[src/rtl/i2cm_pkg.sv]
package i2cm_pkg;
   typedef enum logic [3:0] {
      ST_IDLE, ST_START, ST_BIT_LO, ST_BIT_HI, ST_HOLD,
      ST_RS_LO, ST_RS_HI, ST_STOP_A, ST_STOP_B, ST_STOP_C
   } phase_e;

   typedef enum logic [1:0] {
      MD_SLV = 2'd0,
      MD_MTX = 2'd1,
      MD_MRX = 2'd2
   } mode_e;

   localparam logic [1:0] RA_DATA = 2'd0;
   localparam logic [1:0] RA_CTRL = 2'd1;
   localparam logic [1:0] RA_STAT = 2'd2;

   localparam int CB_START = 0;
   localparam int CB_STOP  = 1;
   localparam int CB_XFER  = 2;
   localparam int CB_NACK  = 3;
   localparam int CB_ABORT = 4;
   localparam int CB_IRQEN = 5;
endpackage

[src/rtl/i2cm_in_sync.sv]
module i2cm_in_sync #(
   parameter int STAGES = 2
) (
   input  logic clk,
   input  logic rst_n,
   input  logic d,
   output logic q
);
   generate
      if (STAGES == 0) begin : g_pass
         assign q = d;
      end else begin : g_chain
         logic [STAGES-1:0] ff;
         always_ff @(posedge clk or negedge rst_n) begin
            if (!rst_n) ff <= '1;
            else        ff <= STAGES'({ff, d});
         end
         assign q = ff[STAGES-1];
      end
   endgenerate
endmodule

[src/rtl/i2cm_phase_timer.sv]
module i2cm_phase_timer #(
   parameter int LO_CNT = 20,
   parameter int HI_CNT = 16
) (
   input  logic clk,
   input  logic rst_n,
   input  logic load_lo,
   input  logic load_hi,
   output logic done,
   output logic mid
);
   localparam int MAXC    = (LO_CNT > HI_CNT) ? LO_CNT : HI_CNT;
   localparam int CW      = $clog2(MAXC);
   localparam int LO_HALF = (LO_CNT - 1) / 2;

   logic [CW-1:0] cnt;

   always_ff @(posedge clk or negedge rst_n) begin
      if (!rst_n)             cnt <= '0;
      else if (load_lo)       cnt <= CW'(LO_CNT - 1);
      else if (load_hi)       cnt <= CW'(HI_CNT - 1);
      else if (cnt != '0)     cnt <= cnt - 1'b1;
   end

   assign done = (cnt == '0);
   assign mid  = (cnt == CW'(LO_HALF));
endmodule

[src/rtl/i2cm_shifter.sv]
module i2cm_shifter #(
   parameter int W = 8
) (
   input  logic         clk,
   input  logic         rst_n,
   input  logic         load,
   input  logic [W-1:0] load_val,
   input  logic         shift,
   input  logic         din,
   output logic [W-1:0] q
);
   always_ff @(posedge clk or negedge rst_n) begin
      if (!rst_n)     q <= '0;
      else if (load)  q <= load_val;
      else if (shift) q <= {q[W-2:0], din};
   end
endmodule

[src/rtl/i2cm_byte_master.sv]
module i2cm_byte_master
   import i2cm_pkg::*;
#(
   parameter int LO_CNT      = 20,
   parameter int HI_CNT      = 16,
   parameter int SYNC_STAGES = 2
) (
   input  logic       clk,
   input  logic       rst_n,
   input  logic       reg_wr,
   input  logic       reg_rd,
   input  logic [1:0] reg_addr,
   input  logic [7:0] reg_wdata,
   output logic [7:0] reg_rdata,
   output logic       irq,
   output logic       scl_oe,
   output logic       sda_oe,
   input  logic       sda_i
);
   localparam int BW  = 8;
   localparam int BCW = $clog2(BW + 1);
   localparam logic [BCW-1:0] LAST_BIT = BCW'(BW);

   generate
      if (LO_CNT < 4) begin : g_bad_lo
         $error("LO_CNT must be at least 4");
      end
      if (HI_CNT < SYNC_STAGES + 2) begin : g_bad_hi
         $error("HI_CNT must exceed the input synchroniser depth by 2");
      end
      if (SYNC_STAGES < 0 || SYNC_STAGES > 3) begin : g_bad_sync
         $error("SYNC_STAGES must lie in 0..3");
      end
   endgenerate

   phase_e state, nstate;
   mode_e  mode;
   logic c_start, c_stop, c_xfer, c_nack, c_abort, c_irqen;
   logic [BW-1:0]  dbuf, shift_q;
   logic [BCW-1:0] bit_cnt;
   logic sda_s, t_done, t_mid, load_lo, load_hi;
   logic begin_byte, bit_end, byte_end, stop_done;
   logic rx_full, nack_q, addr_flag, busy;
   logic scl_q, sda_q, scl_low_nxt, drive_bit, rx_byte;

   i2cm_in_sync #(.STAGES(SYNC_STAGES)) u_sync (
      .clk(clk), .rst_n(rst_n), .d(sda_i), .q(sda_s));

   i2cm_phase_timer #(.LO_CNT(LO_CNT), .HI_CNT(HI_CNT)) u_tmr (
      .clk(clk), .rst_n(rst_n), .load_lo(load_lo), .load_hi(load_hi),
      .done(t_done), .mid(t_mid));

   i2cm_shifter #(.W(BW)) u_sh (
      .clk(clk), .rst_n(rst_n), .load(begin_byte), .load_val(dbuf),
      .shift(bit_end && (bit_cnt != LAST_BIT)), .din(sda_s), .q(shift_q));

   always_comb begin
      nstate     = state;
      load_lo    = 1'b0;
      load_hi    = 1'b0;
      begin_byte = 1'b0;
      bit_end    = 1'b0;
      byte_end   = 1'b0;
      stop_done  = 1'b0;
      unique case (state)
         ST_IDLE: if (c_xfer && c_start) begin
            nstate = ST_START; load_hi = 1'b1; begin_byte = 1'b1;
         end
         ST_START:  if (t_done) begin nstate = ST_BIT_LO; load_lo = 1'b1; end
         ST_BIT_LO: if (t_done) begin nstate = ST_BIT_HI; load_hi = 1'b1; end
         ST_BIT_HI: if (t_done) begin
            bit_end = 1'b1;
            if (bit_cnt == LAST_BIT) begin
               byte_end = 1'b1;
               if (c_stop) begin nstate = ST_STOP_A; load_lo = 1'b1; end
               else        nstate = ST_HOLD;
            end else begin
               nstate = ST_BIT_LO; load_lo = 1'b1;
            end
         end
         ST_HOLD: begin
            if (c_abort) begin
               nstate = ST_STOP_A; load_lo = 1'b1;
            end else if (c_xfer) begin
               begin_byte = 1'b1; load_lo = 1'b1;
               nstate = c_start ? ST_RS_LO : ST_BIT_LO;
            end
         end
         ST_RS_LO:  if (t_done) begin nstate = ST_RS_HI;  load_hi = 1'b1; end
         ST_RS_HI:  if (t_done) begin nstate = ST_START;  load_hi = 1'b1; end
         ST_STOP_A: if (t_done) begin nstate = ST_STOP_B; load_hi = 1'b1; end
         ST_STOP_B: if (t_done) begin nstate = ST_STOP_C; load_hi = 1'b1; end
         ST_STOP_C: if (t_done) begin nstate = ST_IDLE;   stop_done = 1'b1; end
         default:   nstate = ST_IDLE;
      endcase
   end

   assign scl_low_nxt = (nstate == ST_BIT_LO) || (nstate == ST_HOLD) ||
                        (nstate == ST_RS_LO)  || (nstate == ST_STOP_A);
   assign rx_byte   = (mode == MD_MRX);
   assign drive_bit = (bit_cnt == LAST_BIT) ? (rx_byte & ~c_nack)
                                            : (~rx_byte & ~shift_q[BW-1]);

   always_ff @(posedge clk or negedge rst_n) begin
      if (!rst_n) begin
         state     <= ST_IDLE;
         mode      <= MD_SLV;
         c_start   <= 1'b0;  c_stop  <= 1'b0;  c_xfer  <= 1'b0;
         c_nack    <= 1'b0;  c_abort <= 1'b0;  c_irqen <= 1'b0;
         dbuf      <= '0;
         rx_full   <= 1'b0;
         nack_q    <= 1'b0;
         addr_flag <= 1'b0;
         bit_cnt   <= '0;
         scl_q     <= 1'b0;
         sda_q     <= 1'b0;
      end else begin
         state <= nstate;
         scl_q <= scl_low_nxt;

         if (nstate == ST_START && state != ST_START)          sda_q <= 1'b1;
         else if (nstate == ST_STOP_C && state != ST_STOP_C)   sda_q <= 1'b0;
         else if (state == ST_IDLE)                            sda_q <= 1'b0;
         else if (t_mid && state == ST_BIT_LO)                 sda_q <= drive_bit;
         else if (t_mid && state == ST_RS_LO)                  sda_q <= 1'b0;
         else if (t_mid && state == ST_STOP_A)                 sda_q <= 1'b1;

         if (begin_byte)   bit_cnt <= '0;
         else if (bit_end) bit_cnt <= bit_cnt + 1'b1;

         if (reg_rd && reg_addr == RA_DATA) rx_full <= 1'b0;

         if (state == ST_IDLE) begin
            if (c_xfer && !c_start) c_xfer <= 1'b0;
            if (c_abort)            c_abort <= 1'b0;
         end

         if (begin_byte) begin
            addr_flag <= c_start;
            if (c_start) mode <= MD_MTX;
         end

         if (byte_end) begin
            c_xfer  <= 1'b0;
            c_start <= 1'b0;
            nack_q  <= sda_s;
            if (addr_flag)
               mode <= (shift_q[0] && !sda_s) ? MD_MRX : MD_MTX;
            if (mode == MD_MRX) begin
               dbuf    <= shift_q;
               rx_full <= 1'b1;
            end
         end

         if (stop_done) begin
            mode    <= MD_SLV;
            c_stop  <= 1'b0;
            c_abort <= 1'b0;
            c_start <= 1'b0;
         end

         if (reg_wr) begin
            if (reg_addr == RA_DATA) dbuf <= reg_wdata;
            if (reg_addr == RA_CTRL) begin
               c_start <= reg_wdata[CB_START];
               c_stop  <= reg_wdata[CB_STOP];
               c_xfer  <= reg_wdata[CB_XFER];
               c_nack  <= reg_wdata[CB_NACK];
               c_abort <= reg_wdata[CB_ABORT];
               c_irqen <= reg_wdata[CB_IRQEN];
            end
         end
      end
   end

   assign busy   = (state != ST_IDLE);
   assign irq    = c_irqen & rx_full;
   assign scl_oe = scl_q;
   assign sda_oe = sda_q;

   always_comb begin
      unique case (reg_addr)
         RA_DATA: reg_rdata = dbuf;
         RA_CTRL: reg_rdata = {2'b00, c_irqen, c_abort, c_nack, c_xfer, c_stop, c_start};
         RA_STAT: reg_rdata = {2'b00, mode, c_xfer, nack_q, busy, rx_full};
         default: reg_rdata = 8'h00;
      endcase
   end
endmodule

[config.mk]
export PLATFORM = sky130hd
export DESIGN_NAME = i2cm_byte_master
export DESIGN_NICKNAME = d
export VERILOG_FILES = /design/src/rtl/i2cm_pkg.sv /design/src/rtl/i2cm_in_sync.sv /design/src/rtl/i2cm_phase_timer.sv /design/src/rtl/i2cm_shifter.sv /design/src/rtl/i2cm_byte_master.sv
export SDC_FILE = /design/constraint.sdc
export NUM_CORES = 1
export LEC_CHECK = 0
export BUFFER_PORTS_ARGS = -buffer_cell sky130_fd_sc_hd__buf_2
export CORE_MARGIN = 10
export CORE_UTILIZATION = 61
export CTS_BUF_LIST = sky130_fd_sc_hd__clkbuf_4 sky130_fd_sc_hd__clkbuf_8
export CTS_CLUSTER_DIAMETER = 100
export DETAILED_ROUTE_END_ITERATION = 8
export MAX_ROUTING_LAYER = met4
export PLACE_DENSITY = 0.87
export SYNTH_ARGS = -nofsm -noshare
export SYNTH_HDL_FRONTEND = slang
export SYNTH_HIERARCHICAL = 1
export SYNTH_SLANG_ARGS = --single-unit
[constraint.sdc]
create_clock -name clk -period 2.7 [get_ports clk]
set_input_delay 0.405 -clock clk [delete_from_list [all_inputs] [get_ports clk]]
set_output_delay 0.405 -clock clk [all_outputs]
set_load 0.01 [all_outputs]
==> flow_summary_export.csv <==
group,metric,value,unit
synth,async_flop_share,1.00,
grt,gr-total-overflow,0,
timing,grt_setup_unrepaired,"no",
synth,synth.top_cell.area_share,0.420,
synth,yosys.area.top_type,"sky130_fd_sc_hd__dfrtp_1",
clock_network,clock_path_buffers,2,
floorplan,initial_core_util,0.626,
clock_network,clock_network_latency_to_the_later_pin_of_the_worst_skew_pair,300,ps
floorplan,dieWidth,84.1,um
setup_path,worst_r2r_path_depth,9,
clock_network,holdBufCountCts,0,
synth,synth.net_count,287,
synth,synth_area,2500,um2
timing,achievable-frequency,434,MHz
power_and_ir_drop,power-per-cell-area,797,nW/um2
final_layout,layout-area-overhead-vs-synth,11.2,%
detailed_routing,drc,0,
timing,worst_slew_pin_slew,987,ps
final_layout,most_common_cell_after_layout_fill_and_taps_aside,"sky130_fd_sc_hd__nand2_1",
clock_network,root_buffer,"sky130_fd_sc_hd__clkbuf_8",
floorplan,coreArea,4000,um2
setup_path,cp_data_arrival_time,2460,ps
floorplan,num_rows,23,
setup_path,worstSetupPathType,"register to register",
setup_path,worstSetupStartpointType,"register",
clock_network,cts_tree,"done",
final_layout,nNetsFinal,314,
detailed_routing,routed_via_density,6.21,
synth,synth_edf_count,0,
synth,synth_top_flop_cell,"sky130_fd_sc_hd__dfrtp_1",
setup_path,r2r_start,"u_tmr/cnt[0]",
synth,yosys_register_bits,44,
clock_network,cts_clock_pin_slew_for_the_worst_setup_and_hold_paths,90,ps
place,place.detailed.hpwl,4370,um
detailed_routing,via_count,2149,
place,port-buffer-count,25,
setup_path,timing.critical_path.from,"u_tmr/cnt[0]",
clock_network,cts_made_buffers,5,
setup_path,reg2reg_setup_slack,390,ps
timing,report.final.slew_viol_count,0,
power_and_ir_drop,p_total,2.22,mW
timing,finClkSkew,6.07,ps
synth,synth_area_per_cell,9.34,um2
grt,groute.usage.overall,0.179,
timing,slew_headroom,0.342,
clock_network,post_cts_resized,0,
detailed_routing,wl_per_cell,17.9,um
setup_path,rr_endpoint,"dbuf[2]",
floorplan,design.portCount,26,
detailed_routing,wirelength,6180,um
clock_network,cts.sinks,44,
final_layout,antenna_cells,0,
power_and_ir_drop,peakVddDrop,0.499,mV
outcome,status,"finished, final reports clean",
grt,grt_pass1_vias,2106,
clock_network,post-cts-setup-buffer-count,0,
setup_path,cp-end-kind,"register",
timing,hold_vio_cnt_final,0,
power_and_ir_drop,leakage,1.25,nW
synth,yosys_warnings,6,
detailed_routing,first_iter_violations,302,
timing,setup-tns-final,0,ps
floorplan,die_h,84.1,um
synth,netlist_instances,268,
timing,finalSetupViolCount,0,
flow_run,maxCapViolCount,0,
final_layout,drive_above_1_share,0.189,
grt,antenna_found_initial,0,
clock_network,cts_h_tree_lvls,2,
setup_path,crit_end,"dbuf[2]",
setup_path,timing.critical_path.required,2860,ps
timing,final_period_minus_worst_setup_slack,2310,ps
synth,ys_top_cells_by_area,"sky130_fd_sc_hd__dfrtp_1 42%, sky130_fd_sc_hd__mux2i_1 8.8%, sky130_fd_sc_hd__nand2_1 7.6%",
synth,synth_cell_types,50,
final_layout,commonest_cells_after_routing_fill_and_taps_aside,"51 x sky130_fd_sc_hd__nand2_1, 42 x sky130_fd_sc_hd__dfrtp_1, 25 x sky130_fd_sc_hd__buf_2, 22 x sky130_fd_sc_hd__mux2i_1",
place,gp_congestion,0.979,
detailed_routing,firstDrtPassIters,7,
synth,ys_seq_area_frac,0.441,
grt,grt_pass1_wl,10400,um
setup_path,worst-path-max-fanout,9,
floorplan,floorplan.die_area,7070,um2
timing,final_min_period_over_clock_period,0.854,
grt,pin_count_of_the_biggest_net_entering_global_routing,45,
detailed_routing,antenna_violating_nets_post_route,0,
worst_hold_path,worst_hold_path_type,"input port to register",
[area by class of cell]
cell class,instances,area (um2)
well taps,50,62.6
clock buffers,5,68.8
repair buffers,33,185
clock inverters,3,42.5
fillers,301,1220
flip-flops and latches,44,1100
multi-input cells,197,1270
inverters,14,52.6
[cell families (layout without fill, tap and decap cells)]
logic type / Yosys count / count (layout) / share of synthesized area
AND/OR/NAND/NOR: 103 / 103 / 0.210
multiplexers: 26 / 26 / 0.106
adder cells (fa/ha/maj): 4 / 4 / 0.0200
XOR/XNOR: 5 / 5 / 0.0175
flip-flops: 44 / 44 / 0.441
buffers and inverters: 27 / 55 / 0.0525
AO/OA/AOI/OAI: 59 / 59 / 0.153
[state kept, by name (all words and copies together) (netlist names)]
| register | count |
|---|---|
| dbuf | 8 |
| u_sh/q | 8 |
| u_tmr/cnt | 5 |
| bit_cnt | 4 |
| state | 4 |
| mode | 2 |
| u_sync/g_chain.ff | 2 |
| addr_flag | 1 |
| c_abort | 1 |
| c_irqen | 1 |
| c_nack | 1 |
| c_start | 1 |
| c_stop | 1 |
| c_xfer | 1 |
| nack_q | 1 |
| rx_full | 1 |
| scl_oe | 1 |
| sda_oe | 1 |
[worst min-delay path by stage]
| stage | start | end | slack, ps | cells after the start |
|---|---|---|---|---|
| after floorplan | rst_n | addr_flag | 110 | 0 |
| after global placement | u_sync/g_chain.ff[0] | u_sync/g_chain.ff[1] | 350 | 0 |
| after detailed placement | u_sync/g_chain.ff[0] | u_sync/g_chain.ff[1] | 350 | 0 |
| after CTS | sda_i | u_sync/g_chain.ff[0] | 190 | 1 |
| after global routing | sda_i | u_sync/g_chain.ff[0] | 190 | 1 |
| final | sda_i | u_sync/g_chain.ff[0] | 200 | 1 |
[critical path, cell delays in order, from the launching register on]
cell and delay (ps):
sky130_fd_sc_hd__dfrtp_1 420, sky130_fd_sc_hd__inv_1 110, sky130_fd_sc_hd__ha_1 220, sky130_fd_sc_hd__nor4b_4 220, sky130_fd_sc_hd__nand2_1 170, sky130_fd_sc_hd__or2_4 310
sky130_fd_sc_hd__nor3_2 150, sky130_fd_sc_hd__buf_4 230, sky130_fd_sc_hd__mux2i_1 230, sky130_fd_sc_hd__o21ai_1 100
[where the power goes]
group / internal (mW) / total [mW] / switching [mW]
clock: 0.274 / 0.508 / 0.234
combinational: 0.322 / 0.682 / 0.360
sequential: 0.833 / 1.03 / 0.196
[synthesized netlist by cell type (all sizes together), types with 3 or more instances]
cell type / n
and2: 6
buf: 9
mux2: 4
ha: 4
nand2: 51
o211ai: 3
nor2b: 5
a21oi: 4
nand3: 8
inv: 14
o21ai: 30
mux2i: 22
a21boi: 3
nor2: 11
xnor2: 3
nor3: 5
dfrtp: 42
clkbuf: 4
[per-layer routing]
layer,up-vias,track usage,share of wire
li1,991,-,-
met1,1063,0.215,0.42
met2,79,0.293,0.51
met3,16,0.0273,0.050
met4,0,0.0670,0.019
met5,-,-,0
[stage by stage]
step / cell area, um2 / util / hold WS (ps) / setup slack [ps] / cells
finish: 2780 / 0.696 / 198 / 394 / 346
global route: 2780 / 0.696 / 187 / 250 / 346
CTS: 2780 / 0.696 / 192 / 390 / 346
detailed placement: 2670 / 0.668 / 352 / 413 / 338
global placement: 2670 / 0.668 / 347 / 502 / 338
floorplan: 2500 / - / 109 / 532 / 268
No activity file was read; power rests on OpenSTA's default activity.
